--- config.mk ---
export PLATFORM = sky130hd
export DESIGN_NAME = descriptor_fetch_unit
export DESIGN_NICKNAME = d
export VERILOG_FILES = /design/src/rtl/dfu_pkg.sv /design/src/rtl/dfu_sequencer.sv /design/src/rtl/dfu_field_stage.sv /design/src/rtl/descriptor_fetch_unit.sv
export SDC_FILE = /design/constraint.sdc
export NUM_CORES = 1
export LEC_CHECK = 0
export BUFFER_PORTS_ARGS = -buffer_cell sky130_fd_sc_hd__buf_2
export CORE_MARGIN = 4
export CORE_UTILIZATION = 30
export DETAILED_ROUTE_END_ITERATION = 8
export GPL_TIMING_DRIVEN = 0
export PLACE_DENSITY = 0.47
export SKIP_LAST_GASP = 1
export SYNTH_ARGS = -nofsm -noshare
export SYNTH_HDL_FRONTEND = slang
export SYNTH_HIERARCHICAL = 1
export SYNTH_SLANG_ARGS = --single-unit
--- constraint.sdc ---
create_clock -name clk -period 6.6 [get_ports clk]
set_input_delay 0.99 -clock clk [delete_from_list [all_inputs] [get_ports clk]]
set_output_delay 0.99 -clock clk [all_outputs]
set_load 0.01 [all_outputs]
--- src/rtl/dfu_pkg.sv ---
package dfu_pkg;
    localparam int DESC_WORDS = 4;
    localparam int IDX_W      = $clog2(DESC_WORDS);
    localparam int NFLAG      = 4;

    typedef enum logic {
        FS_IDLE = 1'b0,
        FS_READ = 1'b1
    } fetch_state_e;
endpackage

--- src/rtl/dfu_sequencer.sv ---
module dfu_sequencer
    import dfu_pkg::*;
#(
    parameter int AW = 32
) (
    input  logic             clk,
    input  logic             rst_n,
    input  logic             fetch_req,
    input  logic [AW-1:0]    chain_head,
    input  logic             mem_ack,
    output logic             mem_req,
    output logic [AW-1:0]    mem_addr,
    output logic             beat,
    output logic             last_beat,
    output logic [IDX_W-1:0] word_idx,
    output logic [AW-1:0]    base,
    output logic             busy,
    output logic             done
);
    typedef struct packed {
        fetch_state_e     st;
        logic [IDX_W-1:0] idx;
        logic [AW-1:0]    base;
        logic             done;
    } seq_s;

    seq_s cur_q, nxt_d;

    localparam logic [IDX_W-1:0] LAST_IDX = IDX_W'(DESC_WORDS - 1);

    assign busy      = (cur_q.st == FS_READ);
    assign mem_req   = busy;
    assign mem_addr  = cur_q.base + AW'({cur_q.idx, 2'b00});
    assign beat      = busy && mem_ack;
    assign last_beat = beat && (cur_q.idx == LAST_IDX);
    assign word_idx  = cur_q.idx;
    assign base      = cur_q.base;
    assign done      = cur_q.done;

    always_comb begin
        nxt_d      = cur_q;
        nxt_d.done = 1'b0;
        unique case (cur_q.st)
            FS_IDLE: begin
                if (fetch_req) begin
                    nxt_d.st   = FS_READ;
                    nxt_d.idx  = '0;
                    nxt_d.base = chain_head;
                end
            end
            FS_READ: begin
                if (mem_ack) begin
                    if (cur_q.idx == LAST_IDX) begin
                        nxt_d.st   = FS_IDLE;
                        nxt_d.done = 1'b1;
                    end else begin
                        nxt_d.idx = cur_q.idx + 1'b1;
                    end
                end
            end
            default: nxt_d.st = FS_IDLE;
        endcase
    end

    always_ff @(posedge clk) begin
        if (!rst_n) begin
            cur_q <= '{st: FS_IDLE, idx: '0, base: '0, done: 1'b0};
        end else begin
            cur_q <= nxt_d;
        end
    end


    req_hold_chk: assert property (@(posedge clk) disable iff (!rst_n)
        (mem_req && !mem_ack) |=> (mem_req && $stable(mem_addr)));


    done_pulse_chk: assert property (@(posedge clk) disable iff (!rst_n)
        done |=> !done);


    head_locked_chk: assert property (@(posedge clk) disable iff (!rst_n)
        (busy && !last_beat) |=> $stable(base));
endmodule

--- src/rtl/dfu_field_stage.sv ---
module dfu_field_stage
    import dfu_pkg::*;
#(
    parameter int AW       = 32,
    parameter int TOT_W    = 12,
    parameter int FLAG_LSB = 16,
    parameter int EOL_BIT  = 20
) (
    input  logic             clk,
    input  logic             rst_n,
    input  logic             beat,
    input  logic             last_beat,
    input  logic [IDX_W-1:0] word_idx,
    input  logic [31:0]      rdata,
    input  logic [AW-1:0]    base,
    input  logic             idle,
    input  logic             wb_strobe,
    input  logic             wb_size_en,
    input  logic             wb_desc_mode,
    input  logic [TOT_W-1:0] wb_count,
    output logic [NFLAG-1:0] ch_flags,
    output logic [TOT_W-1:0] ch_total,
    output logic [AW-1:0]    ch_src,
    output logic [AW-1:0]    ch_dst,
    output logic [AW-1:0]    active_desc,
    output logic [AW-1:0]    link_ptr,
    output logic             more_follow
);
    typedef struct packed {
        logic [31:0]      stg_ctrl;
        logic [AW-1:0]    stg_src;
        logic [AW-1:0]    stg_dst;
        logic [NFLAG-1:0] flags;
        logic [TOT_W-1:0] total;
        logic [AW-1:0]    src;
        logic [AW-1:0]    dst;
        logic [AW-1:0]    active;
        logic [AW-1:0]    link;
        logic             more;
    } fld_s;

    fld_s fq, fd;
    logic [NFLAG-1:0] flag_pick;
    logic             wb_fire;

    for (genvar i = 0; i < NFLAG; i++) begin : g_flag
        assign flag_pick[i] = fq.stg_ctrl[FLAG_LSB + i];
    end

    assign wb_fire = idle && wb_strobe && wb_size_en && wb_desc_mode;

    always_comb begin
        fd = fq;
        if (beat) begin
            unique case (word_idx)
                IDX_W'(0): fd.stg_ctrl = rdata;
                IDX_W'(1): fd.stg_src  = AW'(rdata);
                IDX_W'(2): fd.stg_dst  = AW'(rdata);
                default:   ;
            endcase
        end
        if (last_beat) begin
            fd.flags  = flag_pick;
            fd.total  = fq.stg_ctrl[TOT_W-1:0];
            fd.src    = fq.stg_src;
            fd.dst    = fq.stg_dst;
            fd.active = base;
            fd.link   = AW'(rdata);
            fd.more   = ~fq.stg_ctrl[EOL_BIT];
        end else if (wb_fire) begin
            fd.total  = fq.total - wb_count;
        end
    end

    always_ff @(posedge clk) begin
        if (!rst_n) begin
            fq <= '0;
        end else begin
            fq <= fd;
        end
    end

    assign ch_flags    = fq.flags;
    assign ch_total    = fq.total;
    assign ch_src      = fq.src;
    assign ch_dst      = fq.dst;
    assign active_desc = fq.active;
    assign link_ptr    = fq.link;
    assign more_follow = fq.more;


    fields_frozen_chk: assert property (@(posedge clk) disable iff (!rst_n)
        !last_beat |=> ($stable(ch_src) && $stable(ch_dst) && $stable(link_ptr)
                        && $stable(active_desc) && $stable(ch_flags)));


    total_quiet_chk: assert property (@(posedge clk) disable iff (!rst_n)
        (!last_beat && !wb_strobe) |=> $stable(ch_total));
endmodule

--- src/rtl/descriptor_fetch_unit.sv ---
module descriptor_fetch_unit
    import dfu_pkg::*;
#(
    parameter int AW       = 32,
    parameter int TOT_W    = 12,
    parameter int FLAG_LSB = 16,
    parameter int EOL_BIT  = 20
) (
    input  logic             clk,
    input  logic             rst_n,
    input  logic             fetch_req,
    input  logic [AW-1:0]    chain_head,
    output logic             busy,
    output logic             done,
    output logic             mem_req,
    output logic [AW-1:0]    mem_addr,
    input  logic             mem_ack,
    input  logic [31:0]      mem_rdata,
    input  logic             wb_strobe,
    input  logic             wb_size_en,
    input  logic             wb_desc_mode,
    input  logic [TOT_W-1:0] wb_count,
    output logic [3:0]       ch_flags,
    output logic [TOT_W-1:0] ch_total,
    output logic [AW-1:0]    ch_src,
    output logic [AW-1:0]    ch_dst,
    output logic [AW-1:0]    active_desc,
    output logic [AW-1:0]    link_ptr,
    output logic             more_follow
);
    logic             beat_w;
    logic             last_w;
    logic [IDX_W-1:0] idx_w;
    logic [AW-1:0]    base_w;

    dfu_sequencer #(.AW(AW)) u_seq (
        .clk        (clk),
        .rst_n      (rst_n),
        .fetch_req  (fetch_req),
        .chain_head (chain_head),
        .mem_ack    (mem_ack),
        .mem_req    (mem_req),
        .mem_addr   (mem_addr),
        .beat       (beat_w),
        .last_beat  (last_w),
        .word_idx   (idx_w),
        .base       (base_w),
        .busy       (busy),
        .done       (done)
    );

    dfu_field_stage #(
        .AW       (AW),
        .TOT_W    (TOT_W),
        .FLAG_LSB (FLAG_LSB),
        .EOL_BIT  (EOL_BIT)
    ) u_fields (
        .clk          (clk),
        .rst_n        (rst_n),
        .beat         (beat_w),
        .last_beat    (last_w),
        .word_idx     (idx_w),
        .rdata        (mem_rdata),
        .base         (base_w),
        .idle         (!busy),
        .wb_strobe    (wb_strobe),
        .wb_size_en   (wb_size_en),
        .wb_desc_mode (wb_desc_mode),
        .wb_count     (wb_count),
        .ch_flags     (ch_flags),
        .ch_total     (ch_total),
        .ch_src       (ch_src),
        .ch_dst       (ch_dst),
        .active_desc  (active_desc),
        .link_ptr     (link_ptr),
        .more_follow  (more_follow)
    );


    done_after_ack_chk: assert property (@(posedge clk) disable iff (!rst_n)
        done |-> ($past(mem_ack) && $past(mem_req)));


    idle_quiet_chk: assert property (@(posedge clk) disable iff (!rst_n)
        !busy |-> !mem_req);
endmodule

Word-level counts from Yosys, hierarchy flattened
Index checks and enable logic that the tools add are counted.
{"block": "word_totals", "ff_bits": 266, "input_bits": 83, "wordCells": 47}
{"block": "classes", "addsub": 3, "n_eq_ne": 6, "n_mux": 8, "bitwise": 2, "n_reduce_logical": 14}
{"op": "2-to-1 mux 35 bit", "n": 1}
{"op": "adder 32 x 4 -> 32 bit", "n": 1}
{"op": "2-to-1 mux 12 bit", "n": 2}
{"op": "subtractor 12 bit", "n": 1}
{"op": "AND reduction 2 bit", "n": 4}
{"op": "!= test 2 bit (second input constant)", "n": 3}
{"op": "one-hot mux 3 bit (2 select lines)", "n": 1}
{"op": "AND reduction 3 bit", "n": 2}
{"op": "logical AND 1 bit", "n": 5}
{"op": "== test 2 bit (second input constant)", "n": 2}
{"op": "2-to-1 mux 3 bit", "n": 1}
{"op": "adder 2 x 1 -> 2 bit (second input constant)", "n": 1}
{"op": "== test 2 x 1 -> 1 bit (second input constant)", "n": 1}
{"op": "logical NOT 2 bit", "n": 1}
{"op": "2-to-1 mux 1 bit", "n": 2}
{"op": "2-to-1 mux 2 bit", "n": 1}
{"op": "NOT 1 bit", "n": 2}
{"op": "nonzero test 2 bit", "n": 1}
{"op": "logical NOT 1 bit", "n": 1}

Depth between registers and ports, before layout
{"block": "depth", "ltp_word": 6, "ltp_mapped": 9}

Hierarchy
Netlist, hierarchy kept.
{"mod": "dfu_field_stage", "instances": 1, "cells_each": 1079, "area_each_um2": 9973.3, "seq_area_each_um2": 4524.3}
{"mod": "dfu_sequencer", "instances": 1, "cells_each": 250, "area_each_um2": 1988.2, "seq_area_each_um2": 720.7}
{"mod": "descriptor_fetch_unit", "instances": 1, "cells_each": 1, "area_each_um2": 3.8, "seq_area_each_um2": 0.0}

Least setup slack after synthesis
Ideal clock, no wire load.
{"block": "synth_path", "kind": "flip-flop to output port", "from": "register u_seq.cur_q, in the netlist u_seq/word_idx[0]", "to": "output mem_addr[16]", "arrival_time_ns": 1.889, "required_time_ns": 5.610, "slack_ns": 3.721, "stages_incl_launch_ff": 7, "n_path_buf": 0, "cell_sequence": "dfxtp_1 > ha_1 > fa_1 > nand4_1 > or3_1 > nor2_1 > xor2_1"}
{"block": "synth_between", "elab_chain_len": 1}
{"element": "start: declaration", "line_no": "dfu_sequencer.sv:27", "text": "seq_s cur_q, nxt_d;"}
{"element": "start signal: assignment", "line_no": "dfu_sequencer.sv:67", "text": "cur_q <= '{st: FS_IDLE, idx: '0, base: '0, done: 1'b0};"}
{"element": "start signal: assignment", "line_no": "dfu_sequencer.sv:69", "text": "cur_q <= nxt_d;"}
{"element": "adder 32 x 4 -> 32 bit", "line_no": "dfu_sequencer.sv:33", "text": "assign mem_addr = cur_q.base + AW'({cur_q.idx, 2'b00});"}
{"element": "end: declaration", "line_no": "descriptor_fetch_unit.sv:16", "text": "output logic [AW-1:0] mem_addr,"}
Every way passes these cells.

Worst setup path after layout
{"block": "layout_path", "from": "register u_seq.cur_q, in the netlist u_seq/word_idx[0]", "to": "output mem_addr[18]"}
The elaborated chain is that of the path after synthesis.

==> results by group <==
Drt
  • DRT iter0 DRCs: 364
  • Via density per instance: 4.363
  • Via count: 9,433
  • Antenna Violating Nets Remaining: 0
  • First-pass DRT Iterations: 6
  • WL final: 35.99 mm
  • DRC Markers: 0
  • Drt wl/cell: 16.65 um

Timing
  • Tmin final: 3.970 ns
  • RSZ-0062 raised after global routing: false
  • Setup violators final: 0
  • Setup Skew: 0.01062 ns
  • Max-slew violation count: 0
  • Final Hold Fails: 0
  • Setup ws final: 2.630 ns
  • Fin crit share: 0.6016
  • Relative slew slack: 0.3554
  • Setup TNS: 0 ns
  • Slew @ Worst Pin: 0.9670 ns
  • F_max: 251.9 MHz

Logic synthesis
  • Synth cell count leaders: dfxtp_1, nand2_1, buf_4
  • Main combinational cell family by area after synthesis: simple AND/OR/NAND/NOR gates
  • Post-synthesis cell area: 11,970 um^2
  • Post-Syn Instances: 1,330
  • Largest area contributor in the netlist: dfxtp_1
  • Main synth FF type: dfxtp_1
  • Top cells by area, synth: dfxtp_1, mux2i_1, buf_4, nand2_1, nor2b_1
  • Seq/Total Area, Yosys: 0.4384
  • Top cell type's share of synthesized area: 0.4384
  • Complex-gate fraction of the synthesized area: 0.08502
  • Adder-cell share of the synthesized area: 0.01799
  • Flops & latches, synth: 262
  • Top-count cell post-synth: dfxtp_1
  • Mux cell area share after synthesis: 0.1113
  • Post-synth ARST share: 0
  • Syn Nets: 1,429
  • Post-synth EDFFs: 0
  • Post-synthesis xor/xnor area fraction: 0.02562
  • Yosys Warn Count: 6
  • Synth Area in Simple Gates: 0.1959
  • Synth unique cells: 55
  • Syn avg cell area: 8.996 um^2

Finish
  • Post-layout util: 0.3837
  • Antenna Cells: 0
  • FILL cells: 4,062
  • Area grow syn2layout: 25.08%
  • Finished Layout Cells: 2,162
  • Fin nets: 1,724
  • Layout cell share with drive strength beyond 1: 0.2950

Hold path
  • Hold endpoint: u_fields/fq[178]
  • Min-delay src: u_fields/fq[178]
  • Worst Hold Depth: 2
  • Hold WC Path Type: reg2reg

Clock tree
  • CTS tree: yes
  • Clock Path Buffers: 3
  • Setup Fix Bufs, Post-CTS: 0
  • # clock sinks: 262
  • Htree depth: 1
  • CTS buffer count: 31
  • Worst-Skew Late Latency: 0.56 ns
  • Clock transition at path regs: 0.06 ns
  • # resized after CTS: 0
  • Root Driver: clkbuf_16
  • Hold-fix buffers, CTS: 0

Place
  • IO buf count: 262
  • Post-Place Worst Slack: 3.184 ns
  • Placed insts: 2,110
  • Dpl hpwl: 27.34 mm
  • Placer Congestion: 0.8119

Global route
  • Largest net degree at the start of global routing: 17
  • First-pass GRT wire length: 55.19 mm
  • Initial antenna violation count: 2
  • Final global-route overflow total: 0
  • Gr usage total: 0.1596
  • Vias in the first global route: 9,621

Setup path
  • CP max stage cell: or3_1
  • WS Path Type: reg2out
  • Reg2Reg Setup Slack: 3.84 ns
  • FF-to-FF path depth: 7
  • Crit path capture type: output port
  • Crit Path Max Fanout: 10
  • Reg2Reg Launch Point: u_seq/word_idx[1]
  • CP peak stage delay: 0.54 ns
  • Crit path required time: 5.61 ns
  • Critical Path AT: 2.98 ns
  • Worst reg2reg endpoint: u_fields/active_desc[10]
  • Critical-path cell list: ha_1 -> fa_1 -> nand4_1 -> or3_1 -> nor2_1 -> xnor2_1 -> buf_2
  • Startpoint Class: flop

Run status
  • Status: completed

Floorplanning
  • Core Box Area: 39,010 um^2
  • Die height: 207.7 um
  • Initial Utilization: 0.3067
  • DIE WIDTH: 207.7 um
  • Num rows: 72
  • Die area: 43,140 um^2
  • Ports: 263

Power and ir drop
  • Power per Cell Area: 240.3 nW/um^2
  • IR drop worst, VDD: 0.1800 mV
  • Lkg Pwr: 6.206 nW
  • Overall power: 3.597 mW

Run
  • Number of max-cap violations: 0
==> placed cells by master, fill, tap and decap left out, types with 4 or more instances in the layout <==
cell / n
nor3_1: 8
xor2_1: 18
bufinv_16: 4
nand3_1: 10
clkbuf_8: 6
o21ai_0: 11
clkinv_2: 4
a21boi_0: 54
xnor2_1: 17
and2_1: 5
nor4_2: 5
buf_4: 148
dfxtp_1: 262
mux2i_1: 133
or3_1: 5
inv_1: 22
nor2_1: 20
a21oi_1: 74
clkbuf_16: 31
clkbuf_1: 62
nand2b_1: 4
buf_2: 278
ha_1: 14
nand4_1: 7
nor2b_1: 133
nand2_1: 254
==> layer usage <==
layer / GRT usage / wire length, um
met5: 0 / 20
met4: 0.02469 / 506
met3: 0.05214 / 2570
met2: 0.2766 / 17010
met1: 0.1984 / 15880
==> power by group <==
part | leakage, nW | internal, mW | switching (mW) | total (mW)
Clock | 0.514 | 1.08 | 0.673 | 1.75
Combinational | 3.57 | 0.0882 | 0.128 | 0.216
Sequential | 2.12 | 1.60 | 0.0253 | 1.63
==> cells by family after synthesis <==
logic type                 count (synthesis)
AOI/OAI and AO/OA                        164
DFF                                      262
and+or+nand+nor                          474
adders and majority gates                 16
muxes                                    133
xor gates and xnor gates                  35
buffers and inverters                    246
==> state kept, by name (all words and copies together), names as in the netlist <==
signal	count
u_seq/word_idx	2
u_seq/base	32
u_fields/flag_pick	4
u_fields/ch_src	32
u_fields/fq	77
u_fields/more_follow	1
u_fields/ch_dst	32
u_fields/ch_flags	4
u_seq/done	1
u_fields/link_ptr	32
u_fields/ch_total	12
u_fields/active_desc	32
u_seq/busy	1
==> worst max path at each step <==
stage / startpoint / endpoint / slack (ns) / depth (start not counted)
after floorplan: u_seq/word_idx[0] / mem_addr[16] / 3.72 / 6
after global placement: u_seq/word_idx[0] / mem_addr[16] / 3.19 / 7
after detailed placement: u_seq/word_idx[0] / mem_addr[18] / 3.18 / 7
after CTS: u_seq/word_idx[0] / mem_addr[18] / 2.57 / 7
after global routing: u_seq/word_idx[0] / mem_addr[18] / 2.42 / 7
final: u_seq/word_idx[0] / mem_addr[18] / 2.63 / 7
==> critical path: cells and delay by family, from the launching register on <==
kind / cells / cell delay, ns
flip-flops: 1 / 0.53
adder cells (fa/ha/maj): 2 / 0.50
XOR/XNOR: 1 / 0.14
AND/OR/NAND/NOR: 3 / 1.10
buffers and inverters: 1 / 0.16
==> through the flow <==
stage	hold WS, ns	instance area (um^2)
2_1_floorplan	0.4360	11970
3_3_place_gp	0.4430	13920
3_5_place_dp	0.4477	13920
4_1_cts	0.4557	14970
5_1_grt	0.4733	14970
6_report	0.4559	14970
==> final cells by class <==
cell class              instances  area, um^2  area share
flip-flops and latches        262        5245      0.3505
multi-input cells             822        5214      0.3484
plain buffers                 223        1420     0.09489
repair buffers                262        1311     0.08762
clock buffers                  43       880.8     0.05886
well taps                     518       648.1     0.04331
clock inverters                 9       160.2     0.01070
inverters                      23       86.33    0.005769
Note: power is estimated with default switching activity, not from simulation.
